--- src/rtl/evt_router_pkg.sv ---
package evt_router_pkg;

    parameter int unsigned NSRC = 32;
    parameter int unsigned AW   = 4;

    typedef logic [NSRC-1:0] src_vec_t;

    // Word offsets of the register slave; software decodes these.
    typedef enum logic [AW-1:0] {
        OFS_PEND  = 4'h0,
        OFS_EN    = 4'h2,
        OFS_CLASS = 4'h3,
        OFS_POL   = 4'h4,
        OFS_MODE  = 4'h5,
        OFS_MPEND = 4'h6
    } reg_ofs_e;

endpackage

--- src/rtl/evt_sync_detect.sv ---
// Synchronizes each interrupt line and turns it into a per-cycle set request.
// Assumes: src_in is indexed by source number; pol and mode are in register
// (bit-reversed) order, so source i lands on bit N-1-i of set_vec.
module evt_sync_detect #(
    parameter int unsigned N      = 32,
    parameter int unsigned STAGES = 2
) (
    input  logic         clk,
    input  logic         rst_n,
    input  logic [N-1:0] src_in,
    input  logic [N-1:0] pol,
    input  logic [N-1:0] mode,
    output logic [N-1:0] set_vec
);
    logic [N-1:0] smp;
    logic [N-1:0] prv;
    logic [N-1:0] act_now;
    logic [N-1:0] act_old;
    logic [N-1:0] edge_hit;

    for (genvar i = 0; i < N; i++) begin : g_src
        localparam int unsigned BIT = N - 1 - i;
        logic [STAGES-1:0] chain;
        logic              last;

        // Synchronizer chain plus one extra flop for the previous sample.
        always_ff @(posedge clk) begin
            if (!rst_n) begin
                chain <= '0;
                last  <= 1'b0;
            end else begin
                chain <= {chain[STAGES-2:0], src_in[i]};
                last  <= chain[STAGES-1];
            end
        end

        assign smp[BIT] = chain[STAGES-1];
        assign prv[BIT] = last;
    end

    // Apply polarity to both samples, then pick edge or level per source.
    always_comb begin
        act_now  = ~(smp ^ pol);
        act_old  = ~(prv ^ pol);
        edge_hit = act_now & ~act_old;
        set_vec  = (mode & edge_hit) | (~mode & act_now);
    end

    // An edge request only appears where the synchronized sample moved.
    p_edge_needs_change_r4: assert property (@(posedge clk) disable iff (!rst_n)
        ((mode & edge_hit) != '0) |-> (((mode & edge_hit) & ~(smp ^ $past(smp))) == '0));

endmodule

--- src/rtl/evt_status_bank.sv ---
// Pending register: set by source requests, cleared by write-one-to-clear.
// Assumes: clr_vec is already qualified by the write strobe and offset.
module evt_status_bank #(
    parameter int unsigned N = 32
) (
    input  logic         clk,
    input  logic         rst_n,
    input  logic [N-1:0] set_vec,
    input  logic [N-1:0] clr_vec,
    output logic [N-1:0] pend
);
    // Clear first, then set, so a same-cycle event wins.
    always_ff @(posedge clk) begin
        if (!rst_n) pend <= '0;
        else        pend <= (pend & ~clr_vec) | set_vec;
    end

    p_set_wins_r9: assert property (@(posedge clk) disable iff (!rst_n)
        (set_vec != '0) |=> ((pend & $past(set_vec)) == $past(set_vec)));

    p_clear_takes_r3: assert property (@(posedge clk) disable iff (!rst_n)
        (clr_vec != '0) |=> ((pend & $past(clr_vec & ~set_vec)) == '0));

    p_idle_holds_r3: assert property (@(posedge clk) disable iff (!rst_n)
        (set_vec == '0 && clr_vec == '0) |=> $stable(pend));

endmodule

--- src/rtl/evt_out_stage.sv ---
// Masks pending bits with enable and drives the two registered outputs.
// Assumes: class bit 1 selects the critical output.
module evt_out_stage #(
    parameter int unsigned N = 32
) (
    input  logic         clk,
    input  logic         rst_n,
    input  logic [N-1:0] pend,
    input  logic [N-1:0] enable,
    input  logic [N-1:0] cls,
    output logic [N-1:0] masked,
    output logic         irq_noncrit,
    output logic         irq_crit
);
    // Enabled pending view.
    always_comb masked = pend & enable;

    // Per-class reduction, registered once.
    always_ff @(posedge clk) begin
        if (!rst_n) begin
            irq_noncrit <= 1'b0;
            irq_crit    <= 1'b0;
        end else begin
            irq_noncrit <= |(masked & ~cls);
            irq_crit    <= |(masked & cls);
        end
    end

    p_quiet_disabled_r7: assert property (@(posedge clk) disable iff (!rst_n)
        (enable == '0) |=> (!irq_noncrit && !irq_crit));

    p_pin_needs_pending_r8: assert property (@(posedge clk) disable iff (!rst_n)
        (pend == '0) |=> (!irq_noncrit && !irq_crit));

endmodule

--- src/rtl/evt_router.sv ---
// Top: configuration registers, register slave decode, and the three stages.
// Assumes: at most one of reg_wr / reg_rd per cycle; read data is combinational.
module evt_router
    import evt_router_pkg::*;
(
    input  logic            clk,
    input  logic            rst_n,
    input  logic [NSRC-1:0] src_in,
    input  logic [AW-1:0]   reg_addr,
    input  logic            reg_wr,
    input  logic            reg_rd,
    input  logic [NSRC-1:0] reg_wdata,
    output logic [NSRC-1:0] reg_rdata,
    output logic            irq_noncrit,
    output logic            irq_crit
);
    src_vec_t en_q, cls_q, pol_q, mode_q;
    src_vec_t set_vec, clr_vec, pend, masked;

    // Configuration registers with their reset values.
    always_ff @(posedge clk) begin
        if (!rst_n) begin
            en_q   <= '0;
            cls_q  <= '0;
            pol_q  <= '1;
            mode_q <= '0;
        end else if (reg_wr) begin
            case (reg_addr)
                OFS_EN:    en_q   <= reg_wdata;
                OFS_CLASS: cls_q  <= reg_wdata;
                OFS_POL:   pol_q  <= reg_wdata;
                OFS_MODE:  mode_q <= reg_wdata;
                default:   ;
            endcase
        end
    end

    // Clear request for the pending bank.
    always_comb clr_vec = (reg_wr && reg_addr == OFS_PEND) ? reg_wdata : '0;

    // Read multiplexer, quiet when no read is strobed.
    always_comb begin
        reg_rdata = '0;
        if (reg_rd) begin
            case (reg_addr)
                OFS_PEND:  reg_rdata = pend;
                OFS_EN:    reg_rdata = en_q;
                OFS_CLASS: reg_rdata = cls_q;
                OFS_POL:   reg_rdata = pol_q;
                OFS_MODE:  reg_rdata = mode_q;
                OFS_MPEND: reg_rdata = masked;
                default:   reg_rdata = '0;
            endcase
        end
    end

    evt_sync_detect #(.N(NSRC), .STAGES(2)) u_detect (
        .clk     (clk),
        .rst_n   (rst_n),
        .src_in  (src_in),
        .pol     (pol_q),
        .mode    (mode_q),
        .set_vec (set_vec)
    );

    evt_status_bank #(.N(NSRC)) u_bank (
        .clk     (clk),
        .rst_n   (rst_n),
        .set_vec (set_vec),
        .clr_vec (clr_vec),
        .pend    (pend)
    );

    evt_out_stage #(.N(NSRC)) u_out (
        .clk         (clk),
        .rst_n       (rst_n),
        .pend        (pend),
        .enable      (en_q),
        .cls         (cls_q),
        .masked      (masked),
        .irq_noncrit (irq_noncrit),
        .irq_crit    (irq_crit)
    );

    p_cfg_hold_r2: assert property (@(posedge clk) disable iff (!rst_n)
        (!reg_wr) |=> ($stable(en_q) && $stable(cls_q) && $stable(pol_q) && $stable(mode_q)));

    p_no_dual_strobe_r2: assert property (@(posedge clk) disable iff (!rst_n)
        !(reg_wr && reg_rd));

endmodule

--- config.mk ---
export PLATFORM = sky130hd
export DESIGN_NAME = evt_router
export DESIGN_NICKNAME = d
export VERILOG_FILES = /design/src/rtl/evt_router_pkg.sv /design/src/rtl/evt_sync_detect.sv /design/src/rtl/evt_status_bank.sv /design/src/rtl/evt_out_stage.sv /design/src/rtl/evt_router.sv
export SDC_FILE = /design/constraint.sdc
export NUM_CORES = 1
export LEC_CHECK = 0
export BUFFER_PORTS_ARGS = -buffer_cell sky130_fd_sc_hd__buf_2
export CORE_MARGIN = 2
export CORE_UTILIZATION = 45
export CTS_CLUSTER_DIAMETER = 40
export DETAILED_ROUTE_END_ITERATION = 8
export GPL_ROUTABILITY_DRIVEN = 0
export PLACE_DENSITY_LB_ADDON = 0.05
export SLEW_MARGIN = 20
export SYNTH_ARGS = -nofsm -noshare
export SYNTH_HDL_FRONTEND = slang
export SYNTH_SLANG_ARGS = --single-unit
--- constraint.sdc ---
create_clock -name clk -period 3.3 [get_ports clk]
set_clock_uncertainty 0.2 [all_clocks]
set_input_delay 0.165 -clock clk [delete_from_list [all_inputs] [get_ports clk]]
set_output_delay 0.165 -clock clk [all_outputs]
set_load 0.1 [all_outputs]
==> run metrics <==
min Tclk post-route 2.55 ns; GRT Total Usage 0.268; Post-Route WL ~35 mm; H-tree depth 2; setup_tns 0 ns; CP Capture Type output port; Longest Clk Path Bufs 3; # fillers 2131; core region area 0.0242 mm2; Max Slew Vio Count 0; IO Port Bufs 105; share of cells above drive strength 1 0.171; Max-slew headroom 0.498; HP Class in -> reg; worst path arrival time around 2.2 ns; final total power 8.14 mW; number of remaining DRC errors 0; Clock Sink Count 258; vias in the first global route between 9000 and 10000; Crit Path Class in -> out; final setup vio count 0; most frequent cells in the layout 327 x nand2_1, 258 x dfxtp_1, 125 x a21oi_1, 103 x and2_1, 73 x buf_2; EDFF count, synth 0; Yosys top cell by area dfxtp_1; post-DR vias/cell between 5 and 6; crit-path max FO 22; Boundary Pins around 110; MaxCap Viol Count 0; Avg Synthesized Cell Area roughly 8.6 um2; Post-CTS Hold Buffers 72; postcts setup bufs 0; drt wl/cell 19.2 um; Clock transition at path regs 0.05 ns; clock latency at the later pin of the worst-skew pair between 0.5 and 0.6 ns; Starting Density 0.456; post-synth top area share 0.469; Mapped Nets 1348; RSZ-0062 raised after global routing false; Cell Rows 57; Worst-Margin Slew roughly 0.75 ns; starting DRC count in detailed routing 811; Die ar. 0.0257 mm2; outcome finished, final reports clean; cell leakage power 5.65 nW; HPWL Detailed 22.6 mm; largest net degree at the start of global routing 77; height of the die 160 um; Max Fclk roughly 390 MHz; VDD IR max 0.000372 V; CTS tree yes; Detail Route Antenna Nets 0; final hold vios 0; Netlist cell types 44; Synth Cell Area 0.0110 mm2; first-pass GRT wire length between 50 and 60 mm; 1st-pass router iterations 8; initial antenna violation count 2; Final #Nets 1515; Vias 9857; Area Growth Syn to Fin 30.4%; cts bufs inserted 39; fraction of registers with async set/reset 0; period utilization 0.772; Fin Hold WS around 0.05 ns; Startpoint Class input pin; grt total ovfl 0; ranking of synthesized cells by area dfxtp_1 47%, nand2_1 11%, and2_1 5.8%, a21oi_1 5.7%, nand3_1 2.9%; Die X 160 um; PostCTS Resize Cnt 0; Post-synth top flop dfxtp_1; Syn Inst Count about 1300; commonest non-fill, non-tap cell in the layout nand2_1; #FFs+latches synth approximately 260; Root Buffer clkbuf_16; Cell Pwr Density 567 mW/mm2; sequential area share after synthesis 0.469; synth warn 0; critical path data required time between 2 and 3 ns
## sequential cells by signal, summed over array words and instances (netlist names)
register,cells
u_detect.g_src.chain,64
u_detect.g_src.last,32
cls_q,32
mode_q,32
en_q,32
pol_q,32
u_out.irq_crit,1
u_bank.pend,32
u_out.irq_noncrit,1
## logic make-up (layout without fill, tap and decap cells)
logic type,count (synthesis),in the layout,share of synthesized area
xor+xnor,64,64,0.0509
flops,258,258,0.469
compound gates,330,330,0.208
mux,7,7,0.00704
simple gates,529,529,0.225
buf+inv,88,286,0.0408
other cells,0,2,0
## per-stage QoR
stage / cells / area [um2] / util / setup slack, ns
after floorplan: 1276 / 11000 / - / 0.183
after global placement: 1654 / 12300 / 0.507 / 0.799
after detailed placement: 1654 / 12300 / 0.507 / 0.804
after CTS: 1798 / 14400 / 0.594 / 0.770
after global routing: 1800 / 14400 / 0.594 / 0.652
final: 1800 / 14400 / 0.594 / 0.753
## worst paths after layout
check	start	endpoint	slack (ns)	cells after the start
setup reg to reg	u_bank.pend[26]	u_out.irq_noncrit	1.68	4
hold reg to reg	u_detect.g_src[29].chain[0]	u_detect.g_src[29].chain[1]	0.22	1
setup / recovery	reg_addr[0]	reg_rdata[7]	0.75	6
hold / removal	reg_wr	cls_q[31]	0.05	4
## final cells by class
type,instances,area [um2],area share
clock buffers,48,1090,0.0760
well taps,324,405,0.0282
diodes,2,5.00,0.000348
inverters,3,12.5,0.000871
repair buffers,211,1980,0.138
clock inverters,24,292,0.0203
flip-flops and latches,258,5160,0.360
multi-input cells,930,5410,0.377
## power by group
part | total (mW) | internal, mW | switching (mW)
clock | 4.28 | 2.71 | 1.56
sequential | 3.31 | 3.22 | 0.0955
combinational | 0.555 | 0.249 | 0.305
## layer usage
metal	part of all wire	routed length, um	global-route usage
met2	0.46	15900	0.445
met5	0	0	0
met1	0.45	15700	0.365
met4	0.028	955	0.0852
met3	0.060	2060	0.0356
## critical path, cell delays in order
cell and delay [ns]:
buf_2 0.45, and4bb_1 0.63, buf_4 0.25, a221oi_1 0.11, a21oi_1 0.34, buf_12 0.23
## synth_stat cells, types with 2 or more instances
cell type	count
a32o_1	3
buf_2	23
nand2_1	327
a22o_1	22
dfxtp_1	258
mux2_2	6
nor4_1	6
inv_1	2
nand3b_1	3
and2_0	2
a21boi_0	2
a222oi_1	25
and4bb_1	2
nor2_1	6
nand3_1	64
a21boi_1	30
xnor2_1	32
and2_1	102
xor2_1	32
a21oi_1	125
buf_6	6
buf_4	12
nor4b_4	2
a21o_1	31
o22ai_1	14
nand4_1	8
o21a_1	32
a21oi_2	30
clkbuf_1	44
a31oi_1	6
a22oi_1	6
No activity file was read; power rests on OpenSTA's default activity.
